[src/rtl/perr_pkg.sv]
// Shared constants and helpers for the parity error supervisor.
// Assumes a 32-bit bus with byte addresses.
package perr_pkg;
    localparam int unsigned BUS_DW = 32;
    localparam int unsigned BUS_AW = 32;

    // Widen a pending vector to the bus data width, filling with zeros.
    function automatic logic [BUS_DW-1:0] zext(input logic [BUS_DW-1:0] v);
        return v;
    endfunction
endpackage

[src/rtl/perr_edge_det.sv]
// Rising-edge finder: registers a copy of the error vector and flags
// bits that are high now but were low one clock earlier.
// Assumes err_vec is already synchronous to clk.
module perr_edge_det #(
    parameter int unsigned W = 5
) (
    input  logic         clk,
    input  logic         rst_n,
    input  logic [W-1:0] err_vec,
    output logic [W-1:0] rise
);
    logic [W-1:0] prev_q;

    // Keep last cycle's error vector.
    always_ff @(posedge clk) begin
        if (!rst_n) prev_q <= '0;
        else        prev_q <= err_vec;
    end

    assign rise = err_vec & ~prev_q;


    held_no_rise_chk: assert property (@(posedge clk) disable iff (!rst_n)
        $stable(err_vec) |-> (rise == '0));
endmodule

[src/rtl/perr_pending.sv]
// Sticky pending register for interrupting sources. A clear removes the
// old bits, and edges in the same cycle are still captured.
// Assumes clr is a single-cycle pulse from the bus port.
module perr_pending #(
    parameter int unsigned W = 5,
    parameter logic [W-1:0] IRQ_MASK = '0
) (
    input  logic         clk,
    input  logic         rst_n,
    input  logic [W-1:0] rise,
    input  logic         clr,
    output logic [W-1:0] pend
);
    logic [W-1:0] set_bits;
    assign set_bits = rise & IRQ_MASK;

    // Accumulate new edges; on clear keep only this cycle's edges.
    always_ff @(posedge clk) begin
        if (!rst_n)   pend <= '0;
        else if (clr) pend <= set_bits;
        else          pend <= pend | set_bits;
    end


    irq_set_chk: assert property (@(posedge clk) disable iff (!rst_n)
        (set_bits != '0) |=> (pend != '0));

    irq_hold_chk: assert property (@(posedge clk) disable iff (!rst_n)
        ((pend != '0) && !clr) |=> (pend != '0));
endmodule

[src/rtl/perr_rst_gen.sv]
// Reset pulse generator: any trigger loads the counter with LEN, and the
// output stays high while the counter is nonzero.
// Assumes LEN >= 1.
module perr_rst_gen #(
    parameter int unsigned LEN = 16
) (
    input  logic clk,
    input  logic rst_n,
    input  logic trig,
    output logic pulse
);
    localparam int unsigned CW = $clog2(LEN + 1);
    localparam logic [CW-1:0] LOAD = CW'(LEN);
    logic [CW-1:0] cnt_q;

    // Load on trigger, otherwise count down to zero.
    always_ff @(posedge clk) begin
        if (!rst_n)            cnt_q <= '0;
        else if (trig)         cnt_q <= LOAD;
        else if (cnt_q != '0)  cnt_q <= cnt_q - 1'b1;
    end

    assign pulse = (cnt_q != '0);


    rst_start_chk: assert property (@(posedge clk) disable iff (!rst_n)
        trig |=> pulse);

    rst_end_chk: assert property (@(posedge clk) disable iff (!rst_n)
        (pulse && !trig) |=> (cnt_q < LOAD));
endmodule

[src/rtl/perr_bus_port.sv]
// Slave port: acknowledges one clock after strobe and returns the status
// word on a read hit. It raises a clear pulse on an accepted read hit.
// Assumes the master drops the strobe after seeing the acknowledge.
module perr_bus_port
    import perr_pkg::*;
#(
    parameter int unsigned W = 5,
    parameter logic [BUS_AW-1:0] REG_ADDR = 32'hE000_0000
) (
    input  logic              clk,
    input  logic              rst_n,
    input  logic              cyc_i,
    input  logic              stb_i,
    input  logic              we_i,
    input  logic [BUS_AW-1:0] adr_i,
    input  logic [W-1:0]      pend,
    output logic [BUS_DW-1:0] dat_o,
    output logic              ack_o,
    output logic              clr
);
    logic take;
    assign take = cyc_i && stb_i && !ack_o;
    assign clr  = take && !we_i && (adr_i == REG_ADDR);

    // Single-cycle acknowledge and captured read data.
    always_ff @(posedge clk) begin
        if (!rst_n) begin
            ack_o <= 1'b0;
            dat_o <= '0;
        end else begin
            ack_o <= take;
            if (clr)       dat_o <= zext(BUS_DW'(pend));
            else if (take) dat_o <= '0;
        end
    end


    ack_single_chk: assert property (@(posedge clk) disable iff (!rst_n)
        ack_o |=> !ack_o);

    ack_cause_chk: assert property (@(posedge clk) disable iff (!rst_n)
        ack_o |-> $past(cyc_i && stb_i));
endmodule

[src/rtl/perr_supervisor.sv]
// Top of the parity error supervisor. It turns rising edges on masked
// error bits into a held interrupt or a fixed-length processor reset.
// Assumes err_vec is synchronous to the bus clock.
module perr_supervisor #(
    parameter int unsigned ERR_W      = 5,
    parameter logic [ERR_W-1:0] RESET_MASK = 5'b00001,
    parameter logic [ERR_W-1:0] IRQ_MASK   = 5'b00110,
    parameter int unsigned RST_LEN    = 16,
    parameter logic [31:0] REG_ADDR   = 32'hE000_0000
) (
    input  logic             clk,
    input  logic             rst_n,
    input  logic [ERR_W-1:0] err_vec,
    input  logic             cyc_i,
    input  logic             stb_i,
    input  logic             we_i,
    input  logic [31:0]      adr_i,
    output logic [31:0]      dat_o,
    output logic             ack_o,
    output logic             irq,
    output logic             cpu_rst_o
);
    logic [ERR_W-1:0] rise;
    logic [ERR_W-1:0] pend;
    logic             clr;
    logic             rst_trig;

    perr_edge_det #(.W(ERR_W)) u_edge (
        .clk(clk), .rst_n(rst_n), .err_vec(err_vec), .rise(rise));

    perr_pending #(.W(ERR_W), .IRQ_MASK(IRQ_MASK)) u_pend (
        .clk(clk), .rst_n(rst_n), .rise(rise), .clr(clr), .pend(pend));

    assign rst_trig = |(rise & RESET_MASK);

    perr_rst_gen #(.LEN(RST_LEN)) u_rgen (
        .clk(clk), .rst_n(rst_n), .trig(rst_trig), .pulse(cpu_rst_o));

    perr_bus_port #(.W(ERR_W), .REG_ADDR(REG_ADDR)) u_port (
        .clk(clk), .rst_n(rst_n), .cyc_i(cyc_i), .stb_i(stb_i),
        .we_i(we_i), .adr_i(adr_i), .pend(pend), .dat_o(dat_o),
        .ack_o(ack_o), .clr(clr));

    assign irq = |pend;


    irq_clear_chk: assert property (@(posedge clk) disable iff (!rst_n)
        $fell(irq) |-> $past(clr));

    unmasked_quiet_chk: assert property (@(posedge clk) disable iff (!rst_n)
        ((rise & (IRQ_MASK | RESET_MASK)) == '0 && !irq && !clr) |=> !irq);
endmodule

[config.mk]
export PLATFORM = sky130hd
export DESIGN_NAME = perr_supervisor
export DESIGN_NICKNAME = d
export VERILOG_FILES = /design/src/rtl/perr_pkg.sv /design/src/rtl/perr_edge_det.sv /design/src/rtl/perr_pending.sv /design/src/rtl/perr_rst_gen.sv /design/src/rtl/perr_bus_port.sv /design/src/rtl/perr_supervisor.sv
export SDC_FILE = /design/constraint.sdc
export NUM_CORES = 1
export LEC_CHECK = 0
export ABC_AREA = 1
export BUFFER_PORTS_ARGS = -buffer_cell sky130_fd_sc_hd__clkbuf_2
export CAP_MARGIN = 40
export CORE_MARGIN = 5
export CORE_UTILIZATION = 25
export CTS_CLUSTER_DIAMETER = 200
export DETAILED_ROUTE_END_ITERATION = 10
export PLACE_DENSITY_LB_ADDON = 0.2
export SLEW_MARGIN = 30
export SYNTH_ARGS = -nofsm -noshare
export SYNTH_HDL_FRONTEND = slang
export SYNTH_SLANG_ARGS = --single-unit
[constraint.sdc]
create_clock -name clk -period 2.7 [get_ports clk]
set_input_delay 0.27 -clock clk [delete_from_list [all_inputs] [get_ports clk]]
set_output_delay 0.27 -clock clk [all_outputs]
set_load 0.1 [all_outputs]
# After elaboration in Yosys (flattened, before gate mapping)
# Index checks and enable logic that the tools add are counted.
# W data, S select, Z words.
[word_totals] regBits=19 out_inout_bits=35 word_cells=30
[classes] reduce_logical=12 muxes=5 n_bitwise=4 eq_ne=1 add_sub_neg=1
[op_table] cell="$eq A32 B32 Y1 const B" count=1
[op_table] cell="$mux W5" count=4
[op_table] cell="$or A5 B3 Y5" count=1
[op_table] cell="$reduce_bool A5 Y1" count=1
[op_table] cell="$reduce_or A5 Y1" count=1
[op_table] cell="$sub A5 B1 Y5 const B" count=1
[op_table] cell="$logic_and A1 B1 Y1" count=4
[op_table] cell="$reduce_bool A2 Y1" count=2
[op_table] cell="$reduce_or A2 Y1" count=2
[op_table] cell="$and A3 B3 Y3" count=1
[op_table] cell="$mux W3" count=1
[op_table] cell="$not A3 Y3" count=1
[op_table] cell="$logic_not A1 Y1" count=2
[op_table] cell="$not A1 Y1" count=1

# Logic depth before layout (Yosys ltp)
[logic_depth] ltp_word=5 ltp_mapped=7 ltp_nobuf=7

# Cells and area by module
# From an unflattened synthesis, not the netlist that was laid out.
[unflattened] cells_unflattened=175 hier_area_um2=1173.6
[modules_own_cells] module="perr_bus_port" instances=1 cells_each=98 seq_area_each_um2=120.1 area_each_um2=635.6
[modules_own_cells] module="perr_rst_gen" instances=1 cells_each=34 seq_area_each_um2=100.1 area_each_um2=247.7
[modules_own_cells] module="perr_edge_det" instances=1 cells_each=25 seq_area_each_um2=100.1 area_each_um2=175.2
[modules_own_cells] module="perr_pending" instances=1 cells_each=14 seq_area_each_um2=40.0 area_each_um2=98.8
[modules_own_cells] module="perr_supervisor" instances=1 cells_each=4 seq_area_each_um2=0.0 area_each_um2=16.3

# Worst setup path before layout
# OpenSTA, ideal clock, no wires.
[synth_path] path_kind="reg2reg" from="register u_port.ack_o" to="register u_port.dat_o[1]" setup_slack_ns=1.088 period_less_slack_ns=1.612 arrival_ns=1.496 path_stages_with_launch=7 setup_ns=0.116 t_required_ns=2.584 cell_sequence="dfxtp_1 > nand3b_4 > nor2_1 > nand2_1 > nor2_2 > nand2_1 > nand2_1"
[synth_via] elab_chain_len=5
[synth_lines] item="from (decl)" line="perr_bus_port.sv:18" source="output logic ack_o,"
[synth_lines] item="from (signal assigned)" line="perr_bus_port.sv:31" source="ack_o <= take;"
[synth_lines] item="$logic_not A1 Y1 *" line="perr_bus_port.sv:22" source="assign take = cyc_i && stb_i && !ack_o;"
[synth_lines] item="$logic_and A1 B1 Y1 *" line="perr_bus_port.sv:22"
[synth_lines] item="$logic_and A1 B1 Y1 (2 in a row)" line="perr_bus_port.sv:23" source="assign clr = take && !we_i && (adr_i == REG_ADDR);"
[synth_lines] item="$mux W5 / $reduce_bool A2 Y1 (equally long branches)"
[synth_lines] item="to (signal assigned)" line="perr_bus_port.sv:32" source="if (clr) dat_o <= zext(BUS_DW'(pend));"
[synth_lines] item="to (decl)" line="perr_bus_port.sv:17" source="output logic [BUS_DW-1:0] dat_o,"
# Every way passes the cells marked *; elsewhere a longest branch is shown, timed or not.
# A chain may end at the register's enable or synchronous reset.

# Worst setup path after layout
[layout_path] from="register u_rgen.cnt_q[0]" to="output cpu_rst_o"
[layout_via] elab_chain_len=1
[layout_lines] item="from (decl)" line="perr_rst_gen.sv:14" source="logic [CW-1:0] cnt_q;"
[layout_lines] item="from (signal assigned)" line="perr_rst_gen.sv:20" source="else if (cnt_q != '0) cnt_q <= cnt_q - 1'b1;"
[layout_lines] item="$reduce_bool A5 Y1" line="perr_rst_gen.sv:23" source="assign pulse = (cnt_q != '0);"
[layout_lines] item="to (decl)" line="perr_supervisor.sv:21" source="output logic cpu_rst_o"
# Every way passes these cells.

==> impl_metrics.csv <==
group,metric,value,unit
layout,number_of_inserted_filler_cells_in_the_final_layout,382,
logic_synthesis,synth.distinct_cells,21,
logic_synthesis,syn_area,882,µm²
route,route.antenna.remaining_nets,0,
pwr,max-vdd-ir-drop,0.000250,V
sta,setup_tns,0,ns
sta,final.period_utilization,68.6,%
critical_path,max_stage_delay,0.45,ns
die,floorplan.io_pins,77,
layout,antennaDiodeCount,0,
route,detail_route.drc_violations,0,
sta,worst_slew_margin_rel,63.2,%
cts,clock_latency,0.27,ns
cts,clock_slew_at_reported_path_ffs,0.08,ns
critical_path,path_class,"flop to primary output",
critical_path,critPathBufInv,3,
logic_synthesis,yosys_warnings,0,
placement,dp_worst_setup_slack,1.14,ns
route,vias,779,
die,floorplan.rows,21,
die,initial_utilization,26.0,%
cts,cts.repair_timing.setup_buffer_count,0,
logic_synthesis,syn_avg_cell_area,7.11,µm²
layout,fin_nets,214,
cts,cts_num_sinks,13,
job,maxCapViolations,0,
layout,commonest_cells_after_routing_fill_and_taps_aside,"clkbuf_2, conb_1, nand2_1, nor2_1, dfxtp_1",
cts,cts_resized,0,
cts,postCtsHoldBufs,0,
grt,grt_antenna_before_repair,0,
logic_synthesis,synth.ff_latch_count,13,
layout,instances_no_fill,216,
layout,syn_to_final_growth,20.7,%
min_path,hold_class,"input port to flop",
die,floorplan.die.width,69.4,µm
layout,mostFrequentLayoutCell,"clkbuf_2",
placement,placedCellCount,212,
sta,rsz_0062_raised_after_global_routing,"false",
sta,finClkSkew,0.00250,ns
placement,portBuffers,44,
grt,globalRouteTotalUtil,7.10,%
run_status,status,"finished clean",
sta,setup_viol,0,
cts,cts_made_buffers,3,
route,detail_route.vias_per_cell,3.61,
cts,clock_tree.buffer_depth,2,
route,routed_wirelength,1780,µm
sta,hold_viol_final,0,
critical_path,critPathLaunch,"u_rgen.cnt_q[0]",
min_path,hold_start,"err_vec[1]",
cts,ctsRootBufferMaster,"clkbuf_4",
sta,max_freq,540,MHz
placement,place.detailed.hpwl,1620,µm
die,die_y_extent,69.4,µm
grt,grt-ovfl-total,0,
cts,htree_num_levels,1,
critical_path,timing.critical_path.cells,"inv_1, ha_1, nand2_1, nor2_2, inv_2, clkbuf_2",
critical_path,worst_ep_required_time,2.43,ns
critical_path,end_kind,"primary output",
logic_synthesis,post_synth_inst_count,124,
critical_path,timing.rr.start,"u_rgen.cnt_q[0]",
critical_path,critical_path_peak_fanout,4,
pwr,static-leakage-power,0.604,nW
layout,drive_gt1_share,32.9,%
critical_path,setup.worst_path.start_class,"flop",
sta,min_period,1.85,ns
critical_path,cell_family_contributing_the_most_delay_on_the_critical_path,"buffers and inverters",
sta,drv_slew,0,
critical_path,crit_slowest_cell,"clkbuf_2",
route,detail_route.first_pass.iterations,4,
sta,fin_ws,0.848,ns
grt,grt_pass1_vias,731,
pwr,power.density_cell_area,754,nW/µm²
grt,global_route_wire_length_before_repair,2930,µm
critical_path,worst_ep_arrival_time,1.58,ns
sta,worst_pin_slew,0.555,ns
die,floorplan.die_area,4820,µm²
die,core_area,3390,µm²
logic_synthesis,synth-seq-area-share,29.5,%
grt,grt_start_max_net_pins,10,
route,initialDrtViolationCount,6,
placement,place.gp.congestion,0.706,
cts,cts_tree,"built",
route,post_drt_wl_per_cell,8.26,µm
-- worst register-to-register path: stages (launching register included) --
cell	delay (ns)
dfxtp_1	0.32
inv_1	0.07
ha_1	0.18
nand2_1	0.09
nor2_2	0.17
inv_2	0.07
o21bai_1	0.12
a21oi_1	0.05
-- stage by stage --
step                      power, mW  area, µm²  hold WS, ns  util (%)
after floorplan               0.664        991        0.363         -
after global placement        0.684       1040        0.459      30.6
after detailed placement      0.690       1040        0.469      30.6
after CTS                     0.809       1060        0.184      31.4
after global routing          0.854       1060        0.194      31.4
final                         0.803       1060        0.193      31.4
-- report_power, final --
| group | leakage, nW | internal [mW] | switching (mW) |
|---|---|---|---|
| Combinational | 0.481 | 0.0848 | 0.364 |
| Sequential | 0.107 | 0.219 | 0.0175 |
| Clock | 0.0150 | 0.0571 | 0.0604 |
| Total | 0.604 | 0.361 | 0.442 |
-- layer usage --
| layer | vias up | routed length [µm] | global-route usage (%) |
|---|---|---|---|
| met3 | 2 | 217 | 1.88 |
| li1 | 409 | - | - |
| met2 | 37 | 926 | 13.5 |
| met4 | 0 | 10 | 2.60 |
| met1 | 331 | 629 | 7.37 |
| met5 | - | 0 | 0 |
-- sequential cells by signal (all words and copies together) (netlist names) --
signal	cells
u_edge.prev_q	3
u_pend.pend	2
u_port.ack_o	1
u_port.dat_o	2
u_rgen.cnt_q	5
-- worst paths after layout --
check	end	slack, ns	cells past startpoint
worst max-delay path	cpu_rst_o	0.85	6
worst max register to register	u_rgen.cnt_q[1]	1.52	7
worst min register to register	u_rgen.cnt_q[4]	0.47	2
worst min-delay path	u_edge.prev_q[1]	0.19	3
-- synthesized netlist by cell type, drive strengths merged --
cell    instances  share of area (%)
dfxtp          13                 30
buf            31                 26
xnor2           2                2.0
nand3           4                2.8
inv            10                4.3
ha              1                1.4
nor2           23                 12
or2             4                2.8
nand3b          1                2.3
nand2          25                 11
nor3            3                1.7
conb            1               0.43
o21bai          3                2.6
a21oi           3                1.7
-- cell families after synthesis --
| group | share of synthesized area [%] |
|---|---|
| AND/OR/NAND/NOR | 32.1 |
| buffers and inverters | 30.4 |
| flip-flops | 29.5 |
| AO/OA/AOI/OAI | 4.25 |
| XOR/XNOR | 1.99 |
| adder cells (fa/ha/maj) | 1.42 |
| other | 0.425 |
-- layout make-up --
cell class	count	area (µm²)	area share [%]
clock buffers	4	26.3	2.47
inverters	10	37.5	3.53
multi-input cells	99	463	43.5
flip-flops and latches	13	260	24.4
well taps	46	57.6	5.41
repair buffers	44	220	20.7
No activity file was read; power rests on OpenSTA's default activity.
